==> src/rtl/tx_retry_pkg.sv <==
package tx_retry_pkg;

    typedef enum logic [1:0] {
        SEQ_IDLE = 2'd0,
        SEQ_WAIT = 2'd1,
        SEQ_XMIT = 2'd2
    } seq_state_e;

    // Policy bits, ordered to match their register positions 3..0
    typedef struct packed {
        logic flush_inhibit;
        logic defer_bypass;
        logic hb_noretry;
        logic err_noretry;
    } ctl_bits_t;

    typedef struct packed {
        logic hbeat;
        logic col;
        logic underrun;
        logic excol;
        logic latecol;
        logic exdefer;
        logic lcar;
        logic jabber;
    } tx_errs_t;

endpackage

==> src/rtl/tx_retry_cfg.sv <==
module tx_retry_cfg
    import tx_retry_pkg::*;
#(
    parameter int CFG_W = 8
) (
    input  logic             clk,
    input  logic             rst_n,
    input  logic             we,
    input  logic [CFG_W-1:0] wdata,
    output logic [CFG_W-1:0] rdata,
    output ctl_bits_t        ctl
);
    localparam int USED_W = $bits(ctl_bits_t);

    typedef struct packed {
        ctl_bits_t ctl;
    } cfg_st_t;

    cfg_st_t st_d, st_q;
    logic    unused_hi;

    assign unused_hi = ^wdata[CFG_W-1:USED_W];

    always_comb begin
        st_d = st_q;
        if (we) begin
            st_d.ctl = ctl_bits_t'(wdata[USED_W-1:0]);
        end
    end

    always_ff @(posedge clk) begin
        if (!rst_n) begin
            st_q <= '0;
        end else begin
            st_q <= st_d;
        end
    end

    assign ctl   = st_q.ctl;
    assign rdata = {{(CFG_W-USED_W){1'b0}}, st_q.ctl};

endmodule

==> src/rtl/tx_retry_policy.sv <==
module tx_retry_policy
    import tx_retry_pkg::*;
(
    input  ctl_bits_t ctl,
    input  tx_errs_t  errs,
    input  logic      full_duplex,
    output logic      any_err,
    output logic      must_drop
);
    tx_errs_t eff;
    logic     general_err;

    always_comb begin
        eff = errs;
        if (full_duplex) begin
            eff.col     = 1'b0;
            eff.latecol = 1'b0;
        end
        general_err = eff.jabber | eff.lcar | eff.exdefer | eff.latecol |
                      eff.excol | eff.underrun | eff.col;
        any_err     = general_err | eff.hbeat;
        must_drop   = (general_err & ctl.err_noretry) |
                      (eff.hbeat & ctl.hb_noretry);
    end

endmodule

==> src/rtl/tx_retry_seq.sv <==
module tx_retry_seq
    import tx_retry_pkg::*;
#(
    parameter int MAX_ATTEMPTS = 16
) (
    input  logic      clk,
    input  logic      rst_n,
    input  ctl_bits_t ctl,
    input  logic      full_duplex,
    input  logic      crs,
    input  logic      frame_ready,
    input  logic      attempt_done,
    input  logic      any_err,
    input  logic      must_drop,
    output logic      tx_start,
    output logic      retry_req,
    output logic      frame_drop,
    output logic      retry_exhausted
);
    localparam int CNT_W = $clog2(MAX_ATTEMPTS + 1);
    localparam logic [CNT_W-1:0] CNT_LIMIT = CNT_W'(MAX_ATTEMPTS);

    typedef struct packed {
        seq_state_e       state;
        logic [CNT_W-1:0] attempts;
        logic             start;
        logic             retry;
        logic             drop;
        logic             exhausted;
    } seq_st_t;

    seq_st_t st_d, st_q;
    logic    medium_free;

    assign medium_free = ~crs | ctl.defer_bypass | full_duplex;

    always_comb begin
        st_d           = st_q;
        st_d.start     = 1'b0;
        st_d.retry     = 1'b0;
        st_d.drop      = 1'b0;
        st_d.exhausted = 1'b0;
        case (st_q.state)
            SEQ_IDLE: begin
                if (frame_ready) begin
                    st_d.state    = SEQ_WAIT;
                    st_d.attempts = '0;
                end
            end
            SEQ_WAIT: begin
                if (medium_free) begin
                    st_d.start    = 1'b1;
                    st_d.attempts = st_q.attempts + 1'b1;
                    st_d.state    = SEQ_XMIT;
                end
            end
            SEQ_XMIT: begin
                if (attempt_done) begin
                    if (!any_err) begin
                        st_d.state = SEQ_IDLE;
                    end else if (must_drop) begin
                        st_d.drop  = 1'b1;
                        st_d.state = SEQ_IDLE;
                    end else if (st_q.attempts >= CNT_LIMIT) begin
                        st_d.drop      = 1'b1;
                        st_d.exhausted = 1'b1;
                        st_d.state     = SEQ_IDLE;
                    end else begin
                        st_d.retry = 1'b1;
                        st_d.state = SEQ_WAIT;
                    end
                end
            end
            default: begin
                st_d.state = SEQ_IDLE;
            end
        endcase
    end

    always_ff @(posedge clk) begin
        if (!rst_n) begin
            st_q <= '{state: SEQ_IDLE, attempts: '0, start: 1'b0,
                      retry: 1'b0, drop: 1'b0, exhausted: 1'b0};
        end else begin
            st_q <= st_d;
        end
    end

    assign tx_start        = st_q.start;
    assign retry_req       = st_q.retry;
    assign frame_drop      = st_q.drop;
    assign retry_exhausted = st_q.exhausted;

endmodule

==> src/rtl/tx_flush_det.sv <==
module tx_flush_det (
    input  logic clk,
    input  logic rst_n,
    input  logic lcar,
    input  logic inhibit,
    output logic flush
);
    typedef struct packed {
        logic lcar_prev;
        logic pulse;
    } fl_st_t;

    fl_st_t st_d, st_q;

    always_comb begin
        st_d.lcar_prev = lcar;
        st_d.pulse     = lcar & ~st_q.lcar_prev & ~inhibit;
    end

    always_ff @(posedge clk) begin
        if (!rst_n) begin
            st_q <= '0;
        end else begin
            st_q <= st_d;
        end
    end

    assign flush = st_q.pulse;

endmodule

==> src/rtl/tx_retry_ctrl.sv <==
module tx_retry_ctrl
    import tx_retry_pkg::*;
#(
    parameter int CFG_W        = 8,
    parameter int MAX_ATTEMPTS = 16
) (
    input  logic             clk,
    input  logic             rst_n,
    input  logic             cfg_we,
    input  logic [CFG_W-1:0] cfg_wdata,
    output logic [CFG_W-1:0] cfg_rdata,
    input  logic             full_duplex,
    input  logic             crs,
    input  logic             frame_ready,
    input  logic             attempt_done,
    input  logic             err_jabber,
    input  logic             err_lcar,
    input  logic             err_exdefer,
    input  logic             err_latecol,
    input  logic             err_excol,
    input  logic             err_underrun,
    input  logic             err_col,
    input  logic             err_hbeat,
    output logic             tx_start,
    output logic             retry_req,
    output logic             frame_drop,
    output logic             retry_exhausted,
    output logic             queue_flush
);
    ctl_bits_t ctl;
    tx_errs_t  errs;
    logic      any_err;
    logic      must_drop;

    assign errs = '{hbeat: err_hbeat, col: err_col, underrun: err_underrun,
                    excol: err_excol, latecol: err_latecol,
                    exdefer: err_exdefer, lcar: err_lcar, jabber: err_jabber};

    tx_retry_cfg #(.CFG_W(CFG_W)) u_cfg (
        .clk   (clk),
        .rst_n (rst_n),
        .we    (cfg_we),
        .wdata (cfg_wdata),
        .rdata (cfg_rdata),
        .ctl   (ctl)
    );

    tx_retry_policy u_policy (
        .ctl         (ctl),
        .errs        (errs),
        .full_duplex (full_duplex),
        .any_err     (any_err),
        .must_drop   (must_drop)
    );

    tx_retry_seq #(.MAX_ATTEMPTS(MAX_ATTEMPTS)) u_seq (
        .clk             (clk),
        .rst_n           (rst_n),
        .ctl             (ctl),
        .full_duplex     (full_duplex),
        .crs             (crs),
        .frame_ready     (frame_ready),
        .attempt_done    (attempt_done),
        .any_err         (any_err),
        .must_drop       (must_drop),
        .tx_start        (tx_start),
        .retry_req       (retry_req),
        .frame_drop      (frame_drop),
        .retry_exhausted (retry_exhausted)
    );

    tx_flush_det u_flush (
        .clk     (clk),
        .rst_n   (rst_n),
        .lcar    (err_lcar),
        .inhibit (ctl.flush_inhibit),
        .flush   (queue_flush)
    );

endmodule

==> config.mk <==
export PLATFORM = sky130hd
export DESIGN_NAME = tx_retry_ctrl
export DESIGN_NICKNAME = d
export VERILOG_FILES = /design/src/rtl/tx_retry_pkg.sv /design/src/rtl/tx_retry_cfg.sv /design/src/rtl/tx_retry_policy.sv /design/src/rtl/tx_retry_seq.sv /design/src/rtl/tx_flush_det.sv /design/src/rtl/tx_retry_ctrl.sv
export SDC_FILE = /design/constraint.sdc
export NUM_CORES = 1
export LEC_CHECK = 0
export BUFFER_PORTS_ARGS = -buffer_cell sky130_fd_sc_hd__buf_2
export CAP_MARGIN = 20
export CORE_MARGIN = 2
export CORE_UTILIZATION = 46
export CTS_CLUSTER_SIZE = 40
export DETAILED_ROUTE_END_ITERATION = 12
export PLACE_DENSITY = 0.77
export SETUP_SLACK_MARGIN = 0.1
export SLEW_MARGIN = 0
export SYNTH_ARGS = -nofsm -noshare
export SYNTH_HDL_FRONTEND = slang
export SYNTH_HIERARCHICAL = 1
export SYNTH_SLANG_ARGS = --single-unit
==> constraint.sdc <==
create_clock -name clk -period 1.5 [get_ports clk]
set_input_delay 0.15 -clock clk [delete_from_list [all_inputs] [get_ports clk]]
set_output_delay 0.15 -clock clk [all_outputs]
set_load 0.005 [all_outputs]
==> out/metrics.yaml, run 1 <==
antennaDiodeCount: 0
syn-mean-instance-area_um2: 9.82
wl_um: 1500
wl_per_cell_um: 10.9
final_antenna_net_count: 0
clk_path_buf_depth: 2
ioPinCount: 36
die_area_um2: 2220
hold_buffers: 0
area_growth_pct: 15.7
portBuffers: 27
clock_latency_ps: 280
critPathMaxFanout: 5
final-hold-violation-count: 0
ir_drop_v: 0.000541
synth_seq_cells: 17
cts_resized: 0
hold_ws_ps: 112
grt_max_degree: 12
worstPathRequired_ps: 1670
cts_tree: "yes"
ys_warn_count: 6
numCtsBuffers: 3
root_buffer: "clkbuf_4"
grt.total_usage_pct: 15.0
grt_pass1_wl_um: 2300
clkSlewWorstSetupHoldPaths_ps: 100
cts_setup_buffers: 0
setup_violations: 0
rows: 15
gp_congestion: 0.767
rsz0062_at_grt: "false"
power_density_nw_per_um2: 847
max_freq_mhz: 748
synthDistinctLibCells: 38
globalRoute.totalOverflow: 0
fin_crit_ps: 1340
dpl.hpwl_um: 1220
async_reset_ff_share_pct: 0
ys.flop_type: "dfxtp_1"
drt_iter0_drc: 10
core_um2: 1750
tns_ps: 0
finish.utilization_pct: 56.6
ys_seq_area_share_pct: 39.8
cts.sinks: 17
cap_violations: 0
clock_skew_ps: 1.80
status: "finished clean"
dr.pass1.iters: 5
cts_max_level: 1
arrival_ps: 1500
fp.dieW_um: 47.1
grt_pass1_vias: 560
synth-edff-count: 0
via_per_inst: 4.93
post-route-period-util_pct: 89.2
p_leak_nw: 0.432
antenna_found_initial: 0
via_count: 676
nets: 138
start_util_pct: 49.0
cp-start-kind: "flip-flop"
path_class: "reg2reg"
die_h_um: 47.1
endpoint_kind: "flip-flop"
slew_viol_final: 0
drc: 0
syn_inst: 87
syn_area_um2: 855
post_route_cells_drive_above_1_share_pct: 35.7
hold_class: "in2reg"
## routing by layer
| layer | GRT usage [%] | routed length (um) | share of wire, % |
|---|---|---|---|
| met1 | 20.1 | 687 | 46 |
| met2 | 22.2 | 751 | 50 |
| met3 | 2.31 | 35 | 2.3 |
| met4 | 10.0 | 19 | 1.3 |
| met5 | 0 | 0 | 0 |
## cells in the final DEF, fill, tap and decap left out, drive strengths merged, types with 3 or more instances in the layout
| master | count |
|---|---|
| inv | 5 |
| o211ai | 3 |
| dfxtp | 17 |
| conb | 4 |
| nor2 | 5 |
| buf | 27 |
| nor3 | 4 |
| nor2b | 4 |
| mux2i | 4 |
| nand4b | 3 |
| clkbuf | 3 |
## layout make-up
type,count,area (um2)
Inverter,5,18.8
Sequential cell,17,340
Clock buffer,3,22.5
Tap cell,25,31.3
Clock inverter,1,5.00
Fill cell,170,757
Timing Repair Buffer,27,135
Multi-Input combinational cell,59,435
## logic make-up after synthesis
| logic type | Yosys count | synth area share, % |
|---|---|---|
| adder cells (fa/ha/maj) | 2 | 2.93 |
| other | 1 | 0.439 |
| AO/OA/AOI/OAI | 14 | 12.4 |
| multiplexers | 4 | 4.69 |
| flip-flops | 17 | 39.8 |
| buffers and inverters | 14 | 10.5 |
| AND/OR/NAND/NOR | 35 | 29.1 |
## path summary, 6_finish.rpt
path / startpoint / endpoint / slack, ps / depth (start not counted)
worst max-delay path: u_cfg/ctl[2] / u_seq/st_q[7] / 160 / 3
worst min-delay path: err_lcar / u_flush/st_q[1] / 110 / 2
worst max register to register: u_cfg/ctl[2] / u_seq/st_q[7] / 160 / 3
worst min register to register: u_seq/st_q[5] / u_seq/st_q[5] / 500 / 2
## synth_stat cells (2+ instances only)
master | n | area (um2)
nand4b_1 | 3 | 26.3
o21ai_0 | 2 | 10.0
or3b_2 | 2 | 17.5
nand3_1 | 2 | 10.0
o211ai_1 | 3 | 22.5
inv_1 | 5 | 18.8
nand4_1 | 2 | 12.5
o21bai_1 | 2 | 15.0
mux2i_1 | 4 | 40.0
nor2_1 | 5 | 18.8
buf_4 | 8 | 60.1
dfxtp_1 | 17 | 340
nor2b_1 | 4 | 25.0
nor3_1 | 3 | 15.0
ha_1 | 2 | 25.0
## report_power, final
| group | internal (W) | switching [W] | leakage (nW) |
|---|---|---|---|
| sequential | 0.000469 | 0.0000163 | 0.139 |
| clock | 0.0000990 | 0.000139 | 0.0177 |
| combinational | 0.0000602 | 0.0000531 | 0.275 |
## through the flow
step                      total power, W  setup slack [ps]  cells  area (um2)
final                           0.000837               162    137         988
after global routing            0.000886               113    137         988
after CTS                       0.000848               176    137         988
after detailed placement        0.000609               162    133         961
after global placement          0.000607               174    133         961
after floorplan                 0.000576               354     90         866
## worst max-delay path, cell delays in order (launching register included)
cell and delay [ps]:
dfxtp_1 440, and4bb_2 290, o21ai_0 370, o211ai_1 120
## registers in the layout (all words and copies together) (netlist names)
name,count
u_seq/retry_exhausted,1
u_flush/st_q,1
u_flush/flush,1
u_seq/frame_drop,1
u_seq/retry_req,1
u_seq/tx_start,1
u_cfg/ctl,4
u_seq/st_q,7
Note: power is estimated with default switching activity, not from simulation.
==> run 2: changes to the inputs <==
--- a/config.mk
+++ b/config.mk
@@ -5,13 +5,13 @@
 export SDC_FILE = /design/constraint.sdc
 export NUM_CORES = 1
 export LEC_CHECK = 0
-export BUFFER_PORTS_ARGS = -buffer_cell sky130_fd_sc_hd__buf_2
 export CAP_MARGIN = 20
 export CORE_MARGIN = 2
-export CORE_UTILIZATION = 46
+export CORE_UTILIZATION = 55
 export CTS_CLUSTER_SIZE = 40
 export DETAILED_ROUTE_END_ITERATION = 12
-export PLACE_DENSITY = 0.77
+export DONT_BUFFER_PORTS = 1
+export PLACE_DENSITY = 0.7
 export SETUP_SLACK_MARGIN = 0.1
 export SLEW_MARGIN = 0
 export SYNTH_ARGS = -nofsm -noshare
==> constraint.sdc (replaced) <==
create_clock -name clk -period 1.3 [get_ports clk]
set_input_delay 0.13 -clock clk [delete_from_list [all_inputs] [get_ports clk]]
set_output_delay 0.13 -clock clk [all_outputs]
set_load 0.005 [all_outputs]
==> run 2 against run 1 <==
Net effect:
- setup slack got worse by 37 ps
- clock skew fell by 1.3 ps
- non-clock buffer count fell by 16
- highest routed layer unchanged
- register-to-register slack got worse by 40 ps
- sequential share of layout area rose by 1.8 points
- critical path depth did not move
- clock power rose by 17%
- core utilization rose by 8.3 points
- largest cell class unchanged
==> out/metrics.yaml, run 2 (synthesis gave the netlist of run 1 again) <==
rsz0062_at_grt: "true"
final_common_cell: "dfxtp_1"
cap_violations: 0  # unchanged
fillers: 124  # -27%
clkSlewWorstSetupHoldPaths_ps: 90  # about the same
clock_latency_ps: 290  # about the same
cp-start-kind: "flip-flop"
dpl.hpwl_um: 1160  # -4.4%
grt_pass1_wl_um: 2530  # +9.6%
cpMaxStageDelayCell: "dfxtp_4"
root_buffer: "clkbuf_4"
antennaDiodeCount: 0  # unchanged
drt_iter0_drc: 10  # unchanged
final_antenna_net_count: 0  # unchanged
endpoint: "u_seq/st_q[4]"
rows: 14  # -1
grt_max_degree: 11  # -1
wl_um: 1590  # +6.5%
r2r_slack_ps: 130  # -40 ps
cts_max_level: 1  # unchanged
gp_congestion: 0.765  # -0.29%
area_growth_pct: 13.2
setup_violations: 0  # unchanged
endpoint_kind: "flip-flop"
r2r_end: "u_seq/st_q[4]"
worstPathCellList: "and4bb_2 > buf_4 > o311a_1"
cts.sinks: 17  # unchanged
globalRoute.totalOverflow: 0  # unchanged
slowest_delay_ps: 380  # -60 ps
arrival_ps: 1360  # -140 ps
finish.utilization_pct: 65.0  # +8.3 points
fp.dieW_um: 43.4  # -7.8%
cp_num_buf_inv: 1  # +1
worstPathRequired_ps: 1490  # -180 ps
via_per_inst: 5.62  # +14%
core_um2: 1490  # -15%
tns_ps: 0  # unchanged
nets: 122  # -12%
cts_tree: "yes"
slew_viol_final: 0  # unchanged
fin_crit_ps: 1170  # -163 ps
grt_pass1_vias: 604  # +7.9%
post_route_cells_drive_above_1_share_pct: 30.2  # -5.5 points
hold_ws_ps: 3.60  # -109 ps
max_freq_mhz: 851  # +14%
ir_drop_v: 0.000605  # +12%
path_class: "reg2reg"
worst_slack_ps: 125  # -36.9 ps
critPathLaunch: "u_cfg/ctl[2]"
wl_per_cell_um: 14.2  # +30%
die_h_um: 43.4  # -7.8%
final-hold-violation-count: 0  # unchanged
drc: 0  # unchanged
crit_family: "flip-flops"
hold_class: "in2reg"
via_count: 629  # -7.0%
largest_reg_flops: 7  # unchanged
pre_cts_ws_ps: 6.74  # -155 ps
post-route-period-util_pct: 90.4  # +1.2 points
start_util_pct: 57.4  # +8.4 points
critPathMaxFanout: 4  # -1
portBuffers: 0  # -100%
antenna_found_initial: 0  # unchanged
largest-register: "u_seq/st_q"
die_area_um2: 1880  # -15%
clock_skew_ps: 0.527  # -1.27 ps
p_leak_nw: 0.368  # -15%
worst-r2r-cell-count: 3  # unchanged
status: "finished clean"
clk_path_buf_depth: 2  # unchanged
cp.depth: 3  # unchanged
finalPower_w: 0.000967  # +16%
grt.total_usage_pct: 18.3  # +3.3 points
layout_common_cells: "11 x dfxtp_1, 7 x buf_4, 5 x dfxtp_2, 5 x nor2_1, 5 x inv_1"
dr.pass1.iters: 3  # -2
r2r_start: "u_cfg/ctl[2]"
power_density_nw_per_um2: 1000  # +18%
numCtsBuffers: 3  # unchanged
ioPinCount: 36  # unchanged
-- run 2: cell types whose count changed in the layout (fill, tap and decap cells not counted), moves of 4 or more --
| cell | change |
|---|---|
| buf_2 | -27 |
| buf_4 | +7 |
| dfxtp_1 | -6 |
| dfxtp_2 | +5 |
| dlygate4sd3_1 | +4 |
-- run 2: final cells by class --
| type | count | area (um2) | share of cell area (%) |
|---|---|---|---|
| multi-input cells | 59 | 458 | 47.3 |
| flip-flops and latches | 17 | 350 | 36.2 |
| repair buffers | 11 | 92.6 | 9.57 |
| clock buffers | 3 | 22.5 | 2.33 |
| well taps | 16 | 20.0 | 2.07 |
| inverters | 5 | 18.8 | 1.94 |
| clock inverters | 1 | 5.00 | 0.517 |
-- run 2: timing repair --
action,in CTS,in global routing
buffers inserted,1,1
gates resized for setup,4,10
endpoints found under the setup margin,5,7
endpoints found under the hold margin,7,1
hold buffers,2,2
pin swaps,0,1
-- run 2: per-stage QoR --
stage	cells	cell area, um2
after floorplan	90	866
after global placement	102	852
after detailed placement	102	852
after CTS	109	911
after global routing	112	967
final	112	967
-- run 2: worst min path at each step --
stage	start	endpoint	cells past startpoint
after detailed placement	rst_n	u_seq/st_q[10]	1
final	cfg_wdata[1]	u_cfg/ctl[1]	2
after floorplan	rst_n	u_seq/st_q[10]	1
after CTS	cfg_wdata[1]	u_cfg/ctl[1]	2
after global placement	rst_n	u_seq/st_q[10]	1
after global routing	cfg_wdata[3]	u_cfg/ctl[3]	2
-- run 2: power breakdown --
group	switching (W)	total, W	internal (W)
sequential	0.0000224	0.000566	0.000543
combinational	0.0000515	0.000123	0.0000714
clock	0.000164	0.000279	0.000115
-- run 2: metal layers --
metal | part of all wire [%] | GRT usage [%] | vias to the layer above
met5 | 0 | 0 | -
met3 | 4.8 | 5.00 | 4
met2 | 46 | 26.9 | 17
met1 | 46 | 24.7 | 286
li1 | - | - | 322
met4 | 2.1 | 9.09 | 0
